**config.mk**
```make
export PLATFORM = sky130hd
export DESIGN_NAME = irq_pin_cond
export DESIGN_NICKNAME = d
export VERILOG_FILES = /design/src/rtl/irqc_pkg.sv /design/src/rtl/irqc_rst_sync.sv /design/src/rtl/irqc_trig_mode.sv /design/src/rtl/irqc_pin_counter.sv /design/src/rtl/irqc_sat_stats.sv /design/src/rtl/irq_pin_cond.sv
export SDC_FILE = /design/constraint.sdc
export NUM_CORES = 1
export LEC_CHECK = 0
export CAP_MARGIN = 20
export CORE_UTILIZATION = 58
export DETAILED_ROUTE_END_ITERATION = 6
export GPL_ROUTABILITY_DRIVEN = 0
export PLACE_DENSITY_LB_ADDON = 0.05
export SYNTH_ARGS = -nofsm -noshare
export SYNTH_HDL_FRONTEND = slang
export SYNTH_SLANG_ARGS = --single-unit
```
**constraint.sdc**
```tcl
create_clock -name clk -period 5.2 [get_ports clk]
set_clock_uncertainty 0.2 [all_clocks]
set_input_delay 0.52 -clock clk [delete_from_list [all_inputs] [get_ports clk]]
set_output_delay 0.52 -clock clk [all_outputs]
set_load 0.1 [all_outputs]
```
**src/rtl/irqc_pkg.sv**
```systemverilog
package irqc_pkg;
  typedef enum logic [1:0] {
    EV_RAISE = 2'd0,
    EV_DROP  = 2'd1,
    EV_PULSE = 2'd2,
    EV_NOP   = 2'd3
  } ev_kind_e;
endpackage

```
**src/rtl/irqc_rst_sync.sv**
```systemverilog
module irqc_rst_sync (
  input  logic clk,
  input  logic rst_n_in,
  output logic rst_n_out
);
  logic [1:0] sync_q;

  always_ff @(posedge clk or negedge rst_n_in) begin
    if (!rst_n_in) sync_q <= 2'b00;
    else           sync_q <= {sync_q[0], 1'b1};
  end

  assign rst_n_out = sync_q[1];
endmodule

```
**src/rtl/irqc_trig_mode.sv**
```systemverilog
module irqc_trig_mode #(
  parameter int                   NUM_PINS   = 8,
  parameter logic [NUM_PINS-1:0] TM_WR_MASK = 8'hF8
) (
  input  logic                clk,
  input  logic                rst_n,
  input  logic                wr_en,
  input  logic [NUM_PINS-1:0] wr_data,
  output logic [NUM_PINS-1:0] mode_q
);
  logic [NUM_PINS-1:0] mode_d;

  always_comb begin
    mode_d = mode_q;
    if (wr_en) mode_d = wr_data & TM_WR_MASK;
  end

  always_ff @(posedge clk or negedge rst_n) begin
    if (!rst_n) mode_q <= '0;
    else        mode_q <= mode_d;
  end

  // a write lands masked on the next cycle
  p_tm_write_r7: assert property (@(posedge clk) disable iff (!rst_n)
    wr_en |=> (mode_q == ($past(wr_data) & TM_WR_MASK)));
  // no write, no change
  p_tm_hold_r7: assert property (@(posedge clk) disable iff (!rst_n)
    !wr_en |=> $stable(mode_q));
endmodule

```
**src/rtl/irqc_pin_counter.sv**
```systemverilog
module irqc_pin_counter
  import irqc_pkg::*;
#(
  parameter int CNT_W = 8
) (
  input  logic     clk,
  input  logic     rst_n,
  input  logic     hit,
  input  ev_kind_e kind,
  input  logic     level,
  output logic     set_d,
  output logic     clr_d,
  output logic     hi_d,
  output logic     lo_d
);
  localparam logic [CNT_W-1:0] CNT_MAX = '1;
  localparam logic [CNT_W-1:0] CNT_ONE = CNT_W'(1);

  logic [CNT_W-1:0] cnt_q, cnt_d;
  logic             at_max, at_zero, at_one;

  assign at_max  = (cnt_q == CNT_MAX);
  assign at_zero = (cnt_q == '0);
  assign at_one  = (cnt_q == CNT_ONE);

  always_comb begin
    cnt_d = cnt_q;
    set_d = 1'b0;
    clr_d = 1'b0;
    hi_d  = 1'b0;
    lo_d  = 1'b0;
    if (hit) begin
      unique case (kind)
        EV_RAISE: begin
          if (at_max) begin
            hi_d  = 1'b1;
            set_d = level;
          end else begin
            cnt_d = cnt_q + CNT_ONE;
            set_d = at_zero | level;
          end
        end
        EV_DROP: begin
          if (at_zero) begin
            lo_d = 1'b1;
          end else begin
            cnt_d = cnt_q - CNT_ONE;
            set_d = level & ~at_one;
            clr_d = level & at_one;
          end
        end
        EV_PULSE: begin
          if (at_max) begin
            hi_d  = 1'b1;
            set_d = level;
          end else if (at_zero) begin
            set_d = ~level;
            clr_d = level;
          end else begin
            set_d = level;
          end
        end
        default: begin
        end
      endcase
    end
  end

  always_ff @(posedge clk or negedge rst_n) begin
    if (!rst_n) cnt_q <= '0;
    else        cnt_q <= cnt_d;
  end

  // an unsaturated raise adds exactly one
  p_cnt_inc_r1: assert property (@(posedge clk) disable iff (!rst_n)
    (hit && kind == EV_RAISE && !at_max) |=> (cnt_q == $past(cnt_q) + CNT_ONE));
  // a saturated count never wraps
  p_cnt_hold_hi_r1: assert property (@(posedge clk) disable iff (!rst_n)
    (hit && kind != EV_DROP && kind != EV_NOP && at_max) |=> (cnt_q == CNT_MAX));
  // an empty count never wraps
  p_cnt_hold_lo_r2: assert property (@(posedge clk) disable iff (!rst_n)
    (hit && kind == EV_DROP && at_zero) |=> (cnt_q == '0));
  // a pulse leaves the count where it was
  p_pulse_net_r6: assert property (@(posedge clk) disable iff (!rst_n)
    (hit && kind == EV_PULSE) |=> $stable(cnt_q));
  // without an accepted event the count holds
  p_idle_hold_r8: assert property (@(posedge clk) disable iff (!rst_n)
    !hit |=> $stable(cnt_q));
endmodule

```
**src/rtl/irqc_sat_stats.sv**
```systemverilog
module irqc_sat_stats #(
  parameter int STAT_W = 16
) (
  input  logic              clk,
  input  logic              rst_n,
  input  logic              hi_any,
  input  logic              lo_any,
  output logic              hi_err_q,
  output logic              lo_err_q,
  output logic [STAT_W-1:0] hi_cnt_q,
  output logic [STAT_W-1:0] lo_cnt_q
);
  localparam logic [STAT_W-1:0] STEP = STAT_W'(1);

  logic [STAT_W-1:0] hi_cnt_d, lo_cnt_d;

  always_comb begin
    hi_cnt_d = hi_cnt_q;
    lo_cnt_d = lo_cnt_q;
    if (hi_any) hi_cnt_d = hi_cnt_q + STEP;
    if (lo_any) lo_cnt_d = lo_cnt_q + STEP;
  end

  always_ff @(posedge clk or negedge rst_n) begin
    if (!rst_n) begin
      hi_err_q <= 1'b0;
      lo_err_q <= 1'b0;
      hi_cnt_q <= '0;
      lo_cnt_q <= '0;
    end else begin
      hi_err_q <= hi_any;
      lo_err_q <= lo_any;
      hi_cnt_q <= hi_cnt_d;
      lo_cnt_q <= lo_cnt_d;
    end
  end

  // the high counter moves exactly with the high flag
  p_hi_count_r1: assert property (@(posedge clk) disable iff (!rst_n)
    hi_err_q |-> (hi_cnt_q == $past(hi_cnt_q) + STEP));
  // the low counter moves exactly with the low flag
  p_lo_count_r2: assert property (@(posedge clk) disable iff (!rst_n)
    !lo_err_q |-> $stable(lo_cnt_q));
endmodule

```
**src/rtl/irq_pin_cond.sv**
```systemverilog
module irq_pin_cond
  import irqc_pkg::*;
#(
  parameter int                   NUM_PINS   = 8,
  parameter int                   CNT_W      = 8,
  parameter int                   STAT_W     = 16,
  parameter logic [NUM_PINS-1:0] TM_WR_MASK = 8'hF8
) (
  input  logic                        clk,
  input  logic                        rst_n,
  input  logic                        ctrl_ready,
  input  logic                        ev_valid,
  input  logic [$clog2(NUM_PINS)-1:0] ev_pin,
  input  logic [1:0]                  ev_kind,
  input  logic                        tm_wr_en,
  input  logic [NUM_PINS-1:0]         tm_wr_data,
  output logic [NUM_PINS-1:0]         tm_rd_data,
  output logic [NUM_PINS-1:0]         irr_set,
  output logic [NUM_PINS-1:0]         irr_clr,
  output logic                        sat_hi_err,
  output logic                        sat_lo_err,
  output logic [STAT_W-1:0]           sat_hi_cnt,
  output logic [STAT_W-1:0]           sat_lo_cnt
);
  localparam int PIN_W = $clog2(NUM_PINS);

  logic                rst_sync_n;
  logic [NUM_PINS-1:0] mode_q;
  logic [NUM_PINS-1:0] hit_vec, set_vec, clr_vec, hi_vec, lo_vec;
  logic [NUM_PINS-1:0] irr_set_q, irr_clr_q;
  ev_kind_e            kind;
  logic                accept;

  irqc_rst_sync u_rst_sync (
    .clk       (clk),
    .rst_n_in  (rst_n),
    .rst_n_out (rst_sync_n)
  );

  irqc_trig_mode #(
    .NUM_PINS   (NUM_PINS),
    .TM_WR_MASK (TM_WR_MASK)
  ) u_trig_mode (
    .clk     (clk),
    .rst_n   (rst_sync_n),
    .wr_en   (tm_wr_en),
    .wr_data (tm_wr_data),
    .mode_q  (mode_q)
  );

  assign kind   = ev_kind_e'(ev_kind);
  assign accept = ev_valid & ctrl_ready & (kind != EV_NOP);

  for (genvar gi = 0; gi < NUM_PINS; gi++) begin : g_pin
    assign hit_vec[gi] = accept & (ev_pin == PIN_W'(gi));

    irqc_pin_counter #(
      .CNT_W (CNT_W)
    ) u_cnt (
      .clk   (clk),
      .rst_n (rst_sync_n),
      .hit   (hit_vec[gi]),
      .kind  (kind),
      .level (mode_q[gi]),
      .set_d (set_vec[gi]),
      .clr_d (clr_vec[gi]),
      .hi_d  (hi_vec[gi]),
      .lo_d  (lo_vec[gi])
    );
  end

  irqc_sat_stats #(
    .STAT_W (STAT_W)
  ) u_stats (
    .clk      (clk),
    .rst_n    (rst_sync_n),
    .hi_any   (|hi_vec),
    .lo_any   (|lo_vec),
    .hi_err_q (sat_hi_err),
    .lo_err_q (sat_lo_err),
    .hi_cnt_q (sat_hi_cnt),
    .lo_cnt_q (sat_lo_cnt)
  );

  always_ff @(posedge clk or negedge rst_sync_n) begin
    if (!rst_sync_n) begin
      irr_set_q <= '0;
      irr_clr_q <= '0;
    end else begin
      irr_set_q <= set_vec;
      irr_clr_q <= clr_vec;
    end
  end

  assign irr_set    = irr_set_q;
  assign irr_clr    = irr_clr_q;
  assign tm_rd_data = mode_q;

  // nothing leaves the block for an event seen before initialization
  p_ignore_unready_r8: assert property (@(posedge clk) disable iff (!rst_sync_n)
    !ctrl_ready |=> (irr_set == '0 && irr_clr == '0 && !sat_hi_err && !sat_lo_err));
  // at most one input strobes per cycle
  p_single_input_r9: assert property (@(posedge clk) disable iff (!rst_sync_n)
    $onehot0(irr_set | irr_clr));
  // a no-op kind produces nothing
  p_nop_quiet_r9: assert property (@(posedge clk) disable iff (!rst_sync_n)
    (ev_kind == 2'd3) |=> (irr_set == '0 && irr_clr == '0 && !sat_hi_err && !sat_lo_err));
  // locked inputs never read back as level
  p_locked_edge_r7: assert property (@(posedge clk) disable iff (!rst_sync_n)
    (tm_rd_data & ~TM_WR_MASK) == '0);
endmodule

```
Word level (Yosys, flattened, before mapping)
Index checks and enable logic that the tools add are counted.

storage, ports and cells
  register bits = 118
  memories = 0
  output and inout port bits = 58
  latch bits = 0
  RAM bits = 0
  logic and storage cells = 269
  ROM bits = 0

cells by class
  reduce and logical (&&, ||, !) cells = 22
  divide/modulo/power cells = 0
  multipliers = 0
  mux-type cells = 139
  shift-type cells = 0
  equal/unequal tests = 39
  add/subtract/negate cells = 18
  order comparisons = 0
  bitwise logic cells = 35

operators by type and width
  cell                   count
  $mux 8                 16
  $pmux 8 s2             8
  $mux 1                 102
  $add 8x1->8 const B    8
  $eq 8x8->1 const B     8
  $logic_not 8->1        8
  $sub 8x1->8 const B    8
  $eq 8x1->1 const B     5
  $ne 2x2->1 const B     17
  $add 16x1->16 const B  2
  $reduce_and 4->1       8
  $and 1x1->1            20
  $pmux 1 s2             8
  $reduce_or 8->1        2
  $pmux 1 s3             5
  $eq 3x3->1 const B     4
  $not 1->1              10
  $eq 3x2->1 const B     2
  $or 1x1->1             5
  $eq 3x1->1 const B     1
  $logic_not 3->1        1
  $eq 2x1->1 const B     1
  $eq 2x2->1 const B     1
  $logic_not 2->1        1
  other kinds (2)        2

Depth between registers and ports, before layout
  depth after elaboration = 6
  gate-level depth with buffers = 11

Cells and area by module
Synthesis repeated with hierarchy kept, for this count alone.

second synthesis, totals
  cells, all modules = 874
  area total of the unflattened synthesis = 8619.5 µm²

by module, submodules not included
  module            area an instance (µm²)  cells each  instances
  irqc_pin_counter  794.5                   88          8
  irqc_sat_stats    1451.4                  115         1
  irq_pin_cond      550.5                   38          1
  irqc_trig_mode    207.7                   14          1
  irqc_rst_sync     53.8                    3           1

Worst setup path before layout
No wires, ideal clock.

  path type = input to register
  from = input ev_kind[1]
  to = register g_pin[1].u_cnt.cnt_q[6]
  path buffers = 1
  data arrival time = 2831 ps
  required time = 4903 ps
  setup slack = 2073 ps
  stages = 11
  cells stage by stage = inv_1 ha_1 inv_1 clkbuf_1 fa_1 nor2b_1 o21ai_0 a21boi_0 o21a_1 nor3_1 o31ai_1

on the way
  longest elaborated chain between the ends = 4
  elaborated cells on any way between the ends = 10

ends and longest elaborated chain
  element                     line                    text
  start: declaration          irq_pin_cond.sv:14      input logic [1:0] ev_kind,
  $ne 2x2->1                  irq_pin_cond.sv:52      assign accept = ev_valid & ctrl_ready & (kind != EV_NOP);
  $and 1x1->1                 irq_pin_cond.sv:52
  $and 1x1->1                 irq_pin_cond.sv:55      assign hit_vec[gi] = accept & (ev_pin == PIN_W'(gi));
  $reduce_and 4->1 (no line)  -
  end signal: assignment      irqc_pin_counter.sv:71  else cnt_q <= cnt_d;
  end: declaration            irqc_pin_counter.sv:19  logic [CNT_W-1:0] cnt_q, cnt_d;

Several ways; a longest one is shown, not always the timed one.
A chain may end at the register's enable or synchronous reset.

Worst setup path after layout
  from = input ev_kind[1]
  to = register g_pin[3].u_cnt.cnt_q[5]

on the way
  longest elaborated chain between the ends = 4
  elaborated cells on any way between the ends = 10

ends and longest elaborated chain
  element                     line
  $ne 2x2->1                  irq_pin_cond.sv:52
  $and 1x1->1                 irq_pin_cond.sv:52
  $and 1x1->1                 irq_pin_cond.sv:55
  $reduce_and 4->1 (no line)  -
  end signal: assignment      irqc_pin_counter.sv:71
  end: declaration            irqc_pin_counter.sv:19

Several ways; a longest one is shown, not always the timed one.

==> flow_summary.ini <==
[run_status]
outcome = completed

[clock_tree]
cts_tree = done
htreeDepth = 4
cts_hold_buf = 0
cts.path.max_buffers = 2
post-cts-setup-buffer-count = 0
insertion_delay_ns = 0.41
cts_buffers = 17
cts-root-buf = clkbuf_16
cts.sinks = 118
cts_resized = 0
clkTransAtPathRegs_ns = 0.05

[power]
p_leak_nw = 3.79
switching_share = 0.331
p_seq_frac = 0.389
clockPowerShare = 0.364
powerDensity_mw_per_mm2 = 344
comb_power_share = 0.247
p_sw_mw = 0.975
internal_power_mw = 1.97
total_power_mw = 2.94
vdd_drop_max_v = 0.000226

[placement]
io_buffers = 66
pre_cts_slack_ns = 1.15
postPlaceCellArea_sq_mm = 0.00800
dpl.hpwl_microns = 11800

[critical_path]
r2r_start = g_pin[5].u_cnt.cnt_q[4]
critPathKind = in2reg
crit_path_frequent_cell = inv_1
critical-path-max-stage-delay_ns = 0.65
cp-end-kind = register
start_kind = input pin
arrival_ns = 3.81
r2r-end = u_stats.lo_cnt_q[10]
reg2reg_slack_ns = 2.10
crit_chain = clkdlybuf4s50_1, inv_1, ha_2, inv_1, nand2_1, o211ai_1, a31oi_1, o21ai_0, xnor2_1
cp_slowest_cell = ha_2
r2r.worst_path.cells = 7
crit_path_max_fanout = 31
crit_required_ns = 5.29

[global_routing]
grt_max_degree = 73
antenna_found_initial = 0
grt_pass1_vias = 5848
grt_pass1_wl_microns = 28400
track_usage = 0.279
globalRouteOverflowTotal = 0

[timing]
final-setup-viol-count = 0
worst_slew_pin_slew_ns = 1.01
drv_slew = 0
period_minus_slack_ns = 3.72
hold_viol = 0
min_period_over_period = 0.715
worst_slack_ns = 1.48
fmax_ghz = 0.269
rsz0062_at_grt = false
setup_tns_ns = 0
relSlewSlack = 0.324

[floorplan]
row_count = 40
fp.dieH_microns = 114
initial_utilization = 0.598
io_pins = 76
die_w_microns = 114
design.core.area_sq_mm = 0.0121
dieArea_sq_mm = 0.0129

[routing]
wl_per_cell_microns = 16.4
drc_errors = 0
drt-initial-drc-count = 444
dr.pass1.iters = 5
vias_per_cell = 5.83
antenna_left = 0
via_count = 5884
totalWireLength_microns = 16600

[logic_synthesis]
ys_seq_area_frac = 0.408
synth_largest_area_cell = dfrtp_1
synth_top_flop_cell = dfrtp_1
yosysUniqueCellTypes = 66
avgSynthCellArea_sq_um = 9.46
async_flop_share = 1.00
ys_ff_latch = 118
synth_cells = 765
synth_edf_count = 0
ys_top_cells_by_area = dfrtp_1 41%, ha_1 8.5%, xnor2_1 7.0%
synth_top_area_share = 0.408
syn-cell-area_sq_mm = 0.00724
ys_warn_count = 0

[finish]
multi_input_area_sq_mm = 0.00398
final_nets = 899
layout-drive-gt1-share = 0.0630
area_growth_pct = 18.0
final_area_sq_mm = 0.00854
antenna_cells = 0
seq_area_sq_mm = 0.00296
fill_cells = 968

[hold_path]
holdCritPathClass = in2async

[flow_run]
maxCapViolations = 0
## cell type report
cell class,count,area share
clock inverter,3,0.00176
tap,168,0.0246
timing repair buffer,72,0.0826
multi-input combinational,581,0.466
sequential,118,0.346
clock buffer,28,0.0616
inverter,39,0.0171
## cells in the mapped netlist (3+ instances only)
cell	number
a21boi_0	3
a21oi_1	10
a22oi_1	6
a2bb2oi_1	4
a31oi_1	4
and3_1	11
and4_1	6
buf_4	11
clkbuf_1	15
dfrtp_1	118
fa_1	3
ha_1	49
inv_1	38
mux2_2	9
mux2i_1	5
nand2_1	91
nand2b_1	3
nand3_1	39
nand3b_1	5
nand4_1	27
nor2_1	45
nor2b_1	7
nor3_1	27
nor3b_1	7
nor4_1	11
nor4b_1	3
o211ai_1	3
o21a_1	4
o21ai_0	43
o22a_1	6
o22ai_1	4
o31ai_1	7
o41ai_1	5
or3_1	5
or4_1	5
xnor2_1	58
xor2_1	27
## worst max-delay path by stage
stage                          from                      end  slack, ns  cells after the start
3_3_place_gp             ev_kind[1]  g_pin[4].u_cnt.cnt_q[4]       1.25                      9
3_5_place_dp             ev_kind[1]  g_pin[3].u_cnt.cnt_q[5]       1.15                      9
4_1_cts                  ev_kind[1]  g_pin[4].u_cnt.cnt_q[2]       1.59                      9
2_1_floorplan  u_rst_sync.sync_q[1]  g_pin[0].u_cnt.cnt_q[0]       1.47                      0
5_1_grt                  ev_kind[1]  g_pin[4].u_cnt.cnt_q[2]       1.24                      9
6_report                 ev_kind[1]  g_pin[3].u_cnt.cnt_q[5]       1.48                      9
## power by group through the flow
stage                     clock network, mW  logic, mW  registers, mW
after floorplan                           0      0.531           1.17
after global placement                    0      0.685           1.15
after CTS                              1.09      0.723           1.14
after global routing                   1.13      0.805           1.16
after detailed placement                  0      0.718           1.16
final                                  1.07      0.726           1.14
## cell families (layout without fill, tap and decap cells)
| logic type | count (synthesis) | in the layout | synth area share |
|---|---|---|---|
| simple gates | 306 | 306 | 0.220 |
| flops | 118 | 118 | 0.408 |
| compound gates | 117 | 117 | 0.110 |
| xor+xnor | 85 | 85 | 0.103 |
| buf+inv | 71 | 142 | 0.0449 |
| fa+ha+maj | 52 | 52 | 0.0930 |
| mux | 14 | 14 | 0.0209 |
| other cells | 2 | 7 | 0.00104 |
## layout by cell type (no fill, tap or decap), types with 4 or more instances in the layout
master,instances
dfrtp_1,117
nand2_1,91
clkdlybuf4s50_1,66
xnor2_1,58
ha_1,48
nor2_1,45
o21ai_0,43
nand3_1,39
inv_1,38
nor3_1,27
nand4_1,27
xor2_1,27
clkbuf_16,17
nor4_1,11
and3_1,11
a21oi_1,10
mux2_2,9
nor3b_1,7
nor2b_1,7
o31ai_1,7
conb_1,7
and4_1,6
a22oi_1,6
o22a_1,6
clkbuf_8,6
buf_4,6
nand3b_1,5
or3_1,5
or4_1,5
o41ai_1,5
mux2i_1,5
clkbuf_1,5
a31oi_1,4
a2bb2oi_1,4
o22ai_1,4
o21a_1,4
## layer usage
layer  up-vias  track usage  part of all wire
met2       152        0.442              0.47
met4         0       0.0982             0.017
met1      2857        0.381              0.47
met3        22       0.0584             0.044
met5         -            0                 0
li1       2853            -                 -
## worst max-delay path: cells and delay by family
family,cells,cell delay (ns)
AO/OA/AOI/OAI,3,1.03
buffers and inverters,3,1.05
XOR/XNOR,1,0.18
AND/OR/NAND/NOR,1,0.37
adder cells (fa/ha/maj),1,0.65
## stage by stage
step	util	hold WS, ns	std cells
6_report	0.705	0.0643	1009
5_1_grt	0.705	0.0613	1009
4_1_cts	0.705	0.0505	1009
3_5_place_dp	0.661	0.140	978
3_3_place_gp	0.661	0.142	978
2_1_floorplan	-	0.0244	770
## registers in the layout, indices dropped and copies added, names as in the netlist, 2 cells and up
name,cells
g_pin.u_cnt.cnt_q,64
u_stats.hi_cnt_q,16
u_stats.lo_cnt_q,16
irr_set,8
irr_clr,5
u_trig_mode.mode_q,5
u_rst_sync.sync_q,2
(Power assumes the default switching activity.)
